$ cat src/rtl/wx_pkg.sv
package wx_pkg;

  // number of windows and width of a window index
  localparam int WX_NUM_WIN   = 2;
  localparam int WX_WIN_IDX_W = 1;

  // field selected by the low bits of the register select
  typedef enum logic [1:0] {
    FLD_START  = 2'd0,
    FLD_END    = 2'd1,
    FLD_OFFSET = 2'd2,
    FLD_CTRL   = 2'd3
  } fieldSel_e;

  // strobes passed from control to datapath
  typedef struct packed {
    logic                    wr;      // register write this cycle
    logic [WX_WIN_IDX_W-1:0] win;     // addressed window
    fieldSel_e               fld;     // addressed field
    logic                    lookup;  // qualified memory lookup this cycle
  } wxStrobe_t;

endpackage

$ cat src/rtl/wx_ctrl.sv
module wx_ctrl
  import wx_pkg::*;
(
  input  logic                    regWrEn,
  input  logic [WX_WIN_IDX_W+1:0] regSel,
  input  logic                    addrValid,
  input  logic                    isMemCmd,
  input  logic                    memSpaceEn,
  output wxStrobe_t               strb
);

  localparam int FLD_W = 2;

  fieldSel_e fldDec;

  always_comb begin
    unique case (regSel[FLD_W-1:0])
      2'd0:    fldDec = FLD_START;
      2'd1:    fldDec = FLD_END;
      2'd2:    fldDec = FLD_OFFSET;
      default: fldDec = FLD_CTRL;
    endcase
  end

  always_comb begin
    strb.wr     = regWrEn;
    strb.win    = regSel[FLD_W +: WX_WIN_IDX_W];
    strb.fld    = fldDec;
    // a lookup counts only for an enabled memory-space access
    strb.lookup = addrValid & isMemCmd & memSpaceEn;
  end

endmodule

$ cat src/rtl/wx_datapath.sv
module wx_datapath
  import wx_pkg::*;
#(
  parameter int ADDR_W  = 32,
  parameter int HI_W    = 16,
  parameter int NUM_WIN = WX_NUM_WIN
) (
  input  logic                    clk,
  input  logic                    rstN,
  input  wxStrobe_t               strb,
  input  logic [HI_W-1:0]         regWrData,
  output logic [HI_W-1:0]         regRdData,
  input  logic [ADDR_W-1:0]       addr,
  output logic                    hitQ,
  output logic [WX_WIN_IDX_W-1:0] winQ,
  output logic [ADDR_W-1:0]       xlatQ
);

  localparam int LO_W = ADDR_W - HI_W;

  logic [HI_W-1:0] startQ [NUM_WIN];
  logic [HI_W-1:0] endQ   [NUM_WIN];
  logic [HI_W-1:0] offQ   [NUM_WIN];
  logic [NUM_WIN-1:0] enQ;

  logic [NUM_WIN-1:0] matchW;
  logic [HI_W-1:0]    sumW [NUM_WIN];

  logic [HI_W-1:0] addrHi;
  logic [LO_W-1:0] addrLo;

  assign addrHi = addr[ADDR_W-1:LO_W];
  assign addrLo = addr[LO_W-1:0];

  // per-window registers, comparators and adders
  for (genvar gi = 0; gi < NUM_WIN; gi++) begin : g_win
    logic selThis;
    assign selThis = strb.wr && (int'(strb.win) == gi);

    always_ff @(posedge clk or negedge rstN) begin
      if (!rstN) begin
        startQ[gi] <= '0;
        endQ[gi]   <= '0;
        offQ[gi]   <= '0;
        enQ[gi]    <= 1'b0;
      end else if (selThis) begin
        unique case (strb.fld)
          FLD_START:  startQ[gi] <= regWrData;
          FLD_END:    endQ[gi]   <= regWrData;
          FLD_OFFSET: offQ[gi]   <= regWrData;
          default:    enQ[gi]    <= regWrData[0];
        endcase
      end
    end

    assign matchW[gi] = enQ[gi] && (addrHi >= startQ[gi]) && (addrHi <= endQ[gi]);
    assign sumW[gi]   = addrHi + offQ[gi];

    AST_WIN_ENABLED: assert property (@(posedge clk) disable iff (!rstN)
      (hitQ && winQ == WX_WIN_IDX_W'(gi)) |-> $past(enQ[gi]));
    AST_WIN_RANGE: assert property (@(posedge clk) disable iff (!rstN)
      (hitQ && winQ == WX_WIN_IDX_W'(gi)) |->
        $past((addrHi >= startQ[gi]) && (addrHi <= endQ[gi])));
    AST_WIN_SUM: assert property (@(posedge clk) disable iff (!rstN)
      (hitQ && winQ == WX_WIN_IDX_W'(gi)) |->
        ((xlatQ[ADDR_W-1:LO_W] - $past(offQ[gi])) == $past(addrHi)));
    if (gi > 0) begin : g_prio
      AST_WIN_PRIORITY: assert property (@(posedge clk) disable iff (!rstN)
        (hitQ && winQ == WX_WIN_IDX_W'(gi)) |-> ($past(matchW[gi-1:0]) == '0));
    end
  end

  // lowest index wins
  logic                    anyMatch;
  logic [WX_WIN_IDX_W-1:0] selIdx;

  always_comb begin
    anyMatch = 1'b0;
    selIdx   = '0;
    for (int i = NUM_WIN - 1; i >= 0; i--) begin
      if (matchW[i]) begin
        anyMatch = 1'b1;
        selIdx   = WX_WIN_IDX_W'(i);
      end
    end
  end

  // registered lookup result
  always_ff @(posedge clk or negedge rstN) begin
    if (!rstN) begin
      hitQ  <= 1'b0;
      winQ  <= '0;
      xlatQ <= '0;
    end else if (strb.lookup && anyMatch) begin
      hitQ  <= 1'b1;
      winQ  <= selIdx;
      xlatQ <= {sumW[selIdx], addrLo};
    end else begin
      hitQ  <= 1'b0;
      winQ  <= '0;
      xlatQ <= '0;
    end
  end

  // register read-back
  always_comb begin
    regRdData = '0;
    for (int i = 0; i < NUM_WIN; i++) begin
      if (int'(strb.win) == i) begin
        unique case (strb.fld)
          FLD_START:  regRdData = startQ[i];
          FLD_END:    regRdData = endQ[i];
          FLD_OFFSET: regRdData = offQ[i];
          default:    regRdData = {{(HI_W-1){1'b0}}, enQ[i]};
        endcase
      end
    end
  end

  AST_HIT_QUALIFIED: assert property (@(posedge clk) disable iff (!rstN)
    hitQ |-> $past(strb.lookup));
  AST_IDLE_ZERO: assert property (@(posedge clk) disable iff (!rstN)
    !hitQ |-> (winQ == '0 && xlatQ == '0));
  AST_LOW_PASS: assert property (@(posedge clk) disable iff (!rstN)
    hitQ |-> (xlatQ[LO_W-1:0] == $past(addrLo)));
  AST_CTRL_UPPER_ZERO: assert property (@(posedge clk) disable iff (!rstN)
    (strb.fld == FLD_CTRL) |-> (regRdData[HI_W-1:1] == '0));

endmodule

$ cat src/rtl/win_xlate.sv
module win_xlate
  import wx_pkg::*;
#(
  parameter int ADDR_W  = 32,
  parameter int HI_W    = 16,
  parameter int NUM_WIN = WX_NUM_WIN
) (
  input  logic                    clk,
  input  logic                    rstN,
  input  logic                    regWrEn,
  input  logic [WX_WIN_IDX_W+1:0] regSel,
  input  logic [HI_W-1:0]         regWrData,
  output logic [HI_W-1:0]         regRdData,
  input  logic                    addrValid,
  input  logic [ADDR_W-1:0]       addr,
  input  logic                    isMemCmd,
  input  logic                    memSpaceEn,
  output logic                    hit,
  output logic [WX_WIN_IDX_W-1:0] hitWin,
  output logic [ADDR_W-1:0]       xlatAddr
);

  wxStrobe_t strb;

  wx_ctrl u_ctrl (
    .regWrEn    (regWrEn),
    .regSel     (regSel),
    .addrValid  (addrValid),
    .isMemCmd   (isMemCmd),
    .memSpaceEn (memSpaceEn),
    .strb       (strb)
  );

  wx_datapath #(
    .ADDR_W  (ADDR_W),
    .HI_W    (HI_W),
    .NUM_WIN (NUM_WIN)
  ) u_dp (
    .clk       (clk),
    .rstN      (rstN),
    .strb      (strb),
    .regWrData (regWrData),
    .regRdData (regRdData),
    .addr      (addr),
    .hitQ      (hit),
    .winQ      (hitWin),
    .xlatQ     (xlatAddr)
  );

endmodule

$ cat config.mk
export PLATFORM = sky130hd
export DESIGN_NAME = win_xlate
export DESIGN_NICKNAME = d
export VERILOG_FILES = /design/src/rtl/wx_pkg.sv /design/src/rtl/wx_ctrl.sv /design/src/rtl/wx_datapath.sv /design/src/rtl/win_xlate.sv
export SDC_FILE = /design/constraint.sdc
export NUM_CORES = 1
export LEC_CHECK = 0
export BUFFER_PORTS_ARGS = -buffer_cell sky130_fd_sc_hd__buf_4
export CORE_ASPECT_RATIO = 1.1
export CORE_MARGIN = 1.5
export CORE_UTILIZATION = 50
export CTS_CLUSTER_DIAMETER = 100
export DETAILED_ROUTE_END_ITERATION = 12
export PLACE_DENSITY_LB_ADDON = 0.1
export SETUP_SLACK_MARGIN = 0.2
export SYNTH_ARGS = -nofsm -noshare
export SYNTH_HDL_FRONTEND = slang
export SYNTH_SLANG_ARGS = --single-unit
$ cat constraint.sdc
create_clock -name clk -period 10.7 [get_ports clk]
set_input_delay 1.07 -clock clk [delete_from_list [all_inputs] [get_ports clk]]
set_output_delay 1.07 -clock clk [all_outputs]
set_load 0.01 [all_outputs]
==> flow_summary.json, run 1 <==
{
  "clock_tree.buffer_depth": 2,
  "timing.critical_path.from_type": "input port",
  "ys.flop_type": "sky130_fd_sc_hd__dfrtp_1",
  "critical_path.slowest_cell": "sky130_fd_sc_hd__nor2_4",
  "path_max_fanout": 16,
  "timing.critical_path.required_ns": 10.98,
  "net-switching-power_w": 0.000582,
  "pin_count": 107,
  "worst-setup-path-type": "input port to register",
  "powerDensity_mw_per_mm2": 185,
  "result_of_the_run": "finished, final reports clean",
  "io_buffers": 106,
  "final_net_count": 1058,
  "total_power_w": 0.00176,
  "crit_chain": "buf_4 -> ha_1 -> nand4_1 -> or4_1 -> nor3_1 -> o21bai_2 -> nand2_2 -> nor2_4 -> mux2_1 -> ha_1 -> inv_1 -> fa_1 -> nand3b_1 -> a21oi_1 -> o21a_1 -> o21a_1 -> o211ai_1 -> a21boi_1 -> nor4_1 -> a2111oi_1",
  "post_cts_hold_buffer_count": 0,
  "tightestPinTransition_ns": 1.32,
  "yosys_register_bits": 132,
  "layout-drive-gt1-share_pct": 23.3,
  "kind_of_cell_with_the_highest_combined_delay_on_the_critical_path": "simple AND/OR/NAND/NOR gates",
  "count_of_unresolved_drc_violations_after_routing": 0,
  "hold_path_stages": 1,
  "synth_cell_type_count": 61,
  "worst-path-stages": 20,
  "slew-limit-headroom_pct": 11.9,
  "dpl.hpwl_mm": 16.0,
  "antenna_cells": 0,
  "floorplan.die_area_sq_mm": 0.0168,
  "clock_root_buffer": "sky130_fd_sc_hd__clkbuf_16",
  "die-height_microns": 136,
  "post_synth.cell_area_avg_sq_um": 9.73,
  "crit_arrival_ns": 5.72,
  "grt_setup_unrepaired": "false",
  "seq_power_share_pct": 36.3,
  "post_cts.repair.setup_buffers": 0,
  "power_frac_clock_pct": 32.0,
  "antenna_found_initial": 0,
  "detail_route.wl_per_cell_microns": 19.9,
  "crit_path_end_kind": "register",
  "grtUsageTotal_pct": 28.4,
  "dr.first_iter.drc_count": 422,
  "setup_violations": 0,
  "fmax_mhz": 184,
  "clock_tree_from_tritoncts": "yes",
  "final_cell_count_no_fill": 1131,
  "post-route-period-util_pct": 50.8,
  "report.final.slew_viol_count": 0,
  "synth.yosys.seq_area_share_pct": 41.3,
  "final_core_util_pct": 60.9,
  "min-delay-path-class": "register to register",
  "irDropWorstVdd_v": 0.000138,
  "synth_edf_count": 0,
  "numCtsBuffers": 17,
  "crit_path_max_incr_delay_ns": 0.52,
  "dr.pass1.iters": 5,
  "asyncSetResetFlopFracSynth_pct": 100,
  "ys.warnings.count": 0,
  "core_sq_mm": 0.0157,
  "fin_tns_setup_ns": 0,
  "post_synth_inst_count": 823,
  "cts_sinks": 132,
  "area_delta_synth_final_pct": 19.2,
  "post_cts_resized": 0,
  "cts.clk_slew.worst_paths_ns": 0.06,
  "worst_clock_skew_ns": 0.00817,
  "fin_crit_ns": 5.44,
  "routabilityCongestion": 0.861,
  "num_rows": 48,
  "initial_utilization_pct": 51.1,
  "first_pass_grt_wire_length_mm": 35.7,
  "wl_mm": 22.5,
  "total_nets_after_synthesis": 962,
  "power.share.switching_pct": 33.0,
  "antenna_violating_nets_remaining": 0,
  "number_of_global_route_vias_before_repair": 6663,
  "chipWidth_microns": 124,
  "cp.buffers_inverters": 2,
  "cts_max_level": 4,
  "maxCapViolations": 0,
  "routed-via-count": 6506,
  "worst_r2r_path_depth": 20,
  "grt_max_degree": 70,
  "grt.overflow.total": 0,
  "total_leakage_power_nw": 4.62,
  "clk_latency_ns": 0.42,
  "post_synth_instance_area_sq_mm": 0.00801,
  "viasPerCell": 5.75,
  "hold_viol_final": 0,
  "comb_power_share_pct": 31.7,
  "internal-power_w": 0.00118,
  "numPlacedInstances": 1100
}
## metal layers
metal	vias up	track usage [%]	part of all wire (%)
li1	3060	-	-
met1	3167	38.5	44
met2	243	45.1	47
met3	36	4.97	6.1
met4	0	11.2	2.5
met5	-	0	0
## worst paths after layout
path | slack, ns | endpoint | startpoint
worst max-delay path | 5.26 | u_dp.xlatQ[30]$_DFF_PN0_ | addr[29]
worst min-delay path | 0.53 | u_dp.offQ[19]$_DFFE_PN0P_ | u_dp.offQ[19]$_DFFE_PN0P_
min in group asynchronous | 0.74 | u_dp.xlatQ[19]$_DFF_PN0_ | rstN
worst min register to register | 0.53 | u_dp.offQ[19]$_DFFE_PN0P_ | u_dp.offQ[19]$_DFFE_PN0P_
max in group asynchronous | 8.56 | u_dp.endQ[14]$_DFFE_PN0P_ | rstN
worst max register to register | 5.63 | u_dp.xlatQ[30]$_DFF_PN0_ | u_dp.endQ[9]$_DFFE_PN0P_
## final cells by class
cell class / instances / area, sq um
Timing Repair Buffer: 112 / 841
Clock inverter: 8 / 75.1
Clock buffer: 23 / 498
Fill cell: 1331 / 6130
Sequential cell: 132 / 3300
Tap cell: 200 / 250
Multi-Input combinational cell: 586 / 4310
Inverter: 70 / 263
## state kept, by name, summed over array words and instances, names as in the netlist
register	cells
u_dp.offQ	32
u_dp.hitQ	1
u_dp.startQ	32
u_dp.endQ	32
u_dp.winQ	1
u_dp.enQ	2
u_dp.xlatQ	32
## cell usage after synthesis (all sizes together) (3+ instances only)
master   number  area [sq um]
mux2i        17           170
a21oi        69           349
o21ai        87           439
nor3         13          65.1
nor2         71           274
inv          70           263
buf           6          33.8
a211oi        4          35.0
o211ai        4          30.0
nor3b         4          40.0
xor2          5          43.8
a221oi        4          35.0
o21a          4          30.0
mux2         69           777
nand4         8          50.1
ha           81          1010
nor2b         5          31.3
a2111oi       4          73.8
nand3         5          25.0
xnor2         3          26.3
nand2b        5          31.3
nand2        61           231
clkbuf       29           109
and2         19           119
a21o         19           144
dfrtp       132          3300
## power by group through the flow
stage	Combinational (W)	Clock, W	Sequential, W
5_1_grt	0.000622	0.000595	0.000650
4_1_cts	0.000558	0.000574	0.000638
2_1_floorplan	0.000388	0	0.000629
6_report	0.000558	0.000565	0.000640
3_3_place_gp	0.000540	0	0.000642
3_5_place_dp	0.000552	0	0.000646
## logic make-up (layout without fill, tap and decap cells)
| group | Yosys count | after routing | share of synthesized area [%] |
|---|---|---|---|
| XOR/XNOR | 8 | 8 | 0.875 |
| AND/OR/NAND/NOR | 199 | 199 | 11.6 |
| multiplexers | 88 | 88 | 12.4 |
| buffers and inverters | 105 | 213 | 5.06 |
| adder cells (fa/ha/maj) | 82 | 82 | 12.9 |
| AO/OA/AOI/OAI | 209 | 209 | 15.9 |
| flip-flops | 132 | 132 | 41.3 |
## layout by cell type (no fill, tap or decap), drive strengths merged, types with 23 or more instances in the layout
cell      n
mux2     69
inv      70
ha       81
clkbuf   23
nand2    61
o21ai    87
dfrtp   132
a21oi    69
buf     112
nor2     71
## per-stage QoR
stage                     instance area (sq um)  setup slack, ns  hold WS, ns
after detailed placement                   8970             4.89        0.521
after CTS                                  9540             5.31        0.533
after global placement                     8970             5.08        0.517
final                                      9540             5.26        0.533
after global routing                       9540             5.00        0.556
after floorplan                            8010             5.83        0.490
Note: power is estimated with default switching activity, not from simulation.
==> run 2: changes to the inputs <==
clock period = 5.5 ns   (was 10.7 ns; I/O delays follow)
==> flow_summary.json, run 2 (synthesis results as in run 1) <==
{
  "worst_r2r_path_depth": 17,
  "tightestPinTransition_ns": 1.24,
  "setup_violations": 0,
  "fin_crit_ns": 4.74,
  "clock_root_buffer": "sky130_fd_sc_hd__clkbuf_16",
  "layout-drive-gt1-share_pct": 23.0,
  "setup.reg_to_reg.worst_slack_ns": 0.76,
  "final_common_cell": "sky130_fd_sc_hd__dfrtp_1",
  "clk_latency_ns": 0.42,
  "worst-setup-path-type": "register to register",
  "slew-limit-headroom_pct": 17.4,
  "post_cts.repair.setup_buffers": 0,
  "worst_clock_skew_ns": 0.0108,
  "cts_max_level": 4,
  "grtUsageTotal_pct": 27.8,
  "die-height_microns": 136,
  "clock_tree_from_tritoncts": "yes",
  "viasPerCell": 5.75,
  "grt_setup_unrepaired": "false",
  "most-common-layout-cells": "sky130_fd_sc_hd__dfrtp_1 (132), sky130_fd_sc_hd__buf_4 (114), sky130_fd_sc_hd__o21ai_0 (81), sky130_fd_sc_hd__ha_1 (81), sky130_fd_sc_hd__inv_1 (69)",
  "chipWidth_microns": 124,
  "numCtsBuffers": 17,
  "irDropWorstVdd_v": 0.000230,
  "fmax_mhz": 211,
  "maxCapViolations": 0,
  "timing.critical_path.required_ns": 5.85,
  "total_leakage_power_nw": 4.65,
  "core_sq_mm": 0.0157,
  "report.final.slew_viol_count": 0,
  "num_rows": 48,
  "routabilityCongestion": 0.865,
  "crit_arrival_ns": 5.09,
  "numPlacedInstances": 1102,
  "grt_util_met3_pct": 6.94,
  "path_max_fanout": 8,
  "result_of_the_run": "finished, final reports clean",
  "timing.rr.start": "u_dp.startQ[30]$_DFFE_PN0P_",
  "number_of_global_route_vias_before_repair": 6481,
  "io_buffers": 106,
  "post_cts_resized": 0,
  "powerDensity_mw_per_mm2": 363,
  "min-delay-path-class": "input port to asynchronous set/reset pin",
  "area_delta_synth_final_pct": 19.5,
  "dr.pass1.iters": 5,
  "routed-via-count": 6505,
  "detail_route.wl_per_cell_microns": 19.5,
  "clock_tree.buffer_depth": 2,
  "fillerInstances": 1325,
  "timing.critical_path.from_type": "register",
  "final_net_count": 1060,
  "wl_mm": 22.1,
  "antenna_violating_nets_remaining": 0,
  "hold_viol_final": 0,
  "cts.clk_slew.worst_paths_ns": 0.06,
  "post_cts_hold_buffer_count": 0,
  "dr.first_iter.drc_count": 442,
  "fin_tns_setup_ns": 0,
  "pin_count": 107,
  "worst_r2r_endpoint": "u_dp.xlatQ[29]$_DFF_PN0_",
  "post-route-period-util_pct": 86.2,
  "initial_utilization_pct": 51.1,
  "first_pass_grt_wire_length_mm": 34.9,
  "final_core_util_pct": 61.0,
  "floorplan.die_area_sq_mm": 0.0168,
  "antenna_cells": 0,
  "grt.overflow.total": 0,
  "final_cell_count_no_fill": 1131,
  "grt_use_met2_pct": 44.1,
  "dpl.hpwl_mm": 15.8,
  "grt.met1_usage_pct": 37.8,
  "crit_path_end_kind": "register",
  "count_of_unresolved_drc_violations_after_routing": 0,
  "cts_sinks": 132,
  "antenna_found_initial": 0,
  "grt_max_degree": 77,
  "global_route.peak_usage_layer": "met2"
}
-- run 2: metrics by stage --
stage               setup WS [ns]  power, W  hold slack [ns]  cell area (sq um)
floorplan                    1.15   0.00198            0.254               8010
global placement            0.590   0.00229            0.510               8980
detailed placement          0.490   0.00233            0.518               8980
CTS                         0.777   0.00348            0.327               9560
global route                0.338   0.00368            0.322               9560
finish                      0.761   0.00347            0.275               9560
-- run 2: report_power, final --
group	switching (W)	internal, W	total [W]
registers	0.000107	0.00114	0.00124
clock network	0.000403	0.000740	0.00114
logic	0.000598	0.000490	0.00109
-- run 2: critical path, cell delays in order, from the launching register on --
cell                        delay [ns]
sky130_fd_sc_hd__dfrtp_1          0.39
sky130_fd_sc_hd__inv_1            0.10
sky130_fd_sc_hd__ha_1             0.25
sky130_fd_sc_hd__nand3_1          0.15
sky130_fd_sc_hd__nor2_1           0.05
sky130_fd_sc_hd__a2111oi_0        0.68
sky130_fd_sc_hd__a22oi_1          0.28
sky130_fd_sc_hd__nor2_4           0.30
sky130_fd_sc_hd__mux2_1           0.36
sky130_fd_sc_hd__ha_1             0.28
sky130_fd_sc_hd__a21o_1           0.19
sky130_fd_sc_hd__a21o_1           0.24
sky130_fd_sc_hd__a2111oi_4        0.41
sky130_fd_sc_hd__o21ai_2          0.11
sky130_fd_sc_hd__a41o_4           0.30
sky130_fd_sc_hd__a2111oi_4        0.35
sky130_fd_sc_hd__a31oi_1          0.10
sky130_fd_sc_hd__a21oi_2          0.13
-- run 2: layer usage --
metal  up-vias  part of all wire [%]  wire length, microns
li1       3068                     -                     -
met1      3173                    44                  9790
met2       232                    47                 10400
met3        32                   6.6                  1470
met4         0                   1.8                   387
met5         -                     0                     0
-- run 2: area by class of cell --
| cell class | instances | area, sq um | area share, % |
|---|---|---|---|
| clock buffer | 24 | 482 | 5.04 |
| clock inverter | 5 | 100 | 1.05 |
| inverter | 70 | 263 | 2.75 |
| multi-input combinational | 586 | 4310 | 45.1 |
| sequential | 132 | 3300 | 34.5 |
| tap | 200 | 250 | 2.62 |
| timing repair buffer | 114 | 856 | 8.95 |
-- run 2: worst max-delay path by stage --
stage | from | endpoint | slack (ns) | cells after the start
5_1_grt | u_dp.startQ[29]$_DFFE_PN0P_ | u_dp.xlatQ[30]$_DFF_PN0_ | 0.34 | 19
3_3_place_gp | addr[29] | u_dp.xlatQ[31]$_DFF_PN0_ | 0.59 | 17
3_5_place_dp | addr[29] | u_dp.xlatQ[29]$_DFF_PN0_ | 0.49 | 17
6_report | u_dp.startQ[30]$_DFFE_PN0P_ | u_dp.xlatQ[29]$_DFF_PN0_ | 0.76 | 17
4_1_cts | u_dp.startQ[30]$_DFFE_PN0P_ | u_dp.xlatQ[29]$_DFF_PN0_ | 0.78 | 17
2_1_floorplan | addr[25] | u_dp.xlatQ[29]$_DFF_PN0_ | 1.15 | 17
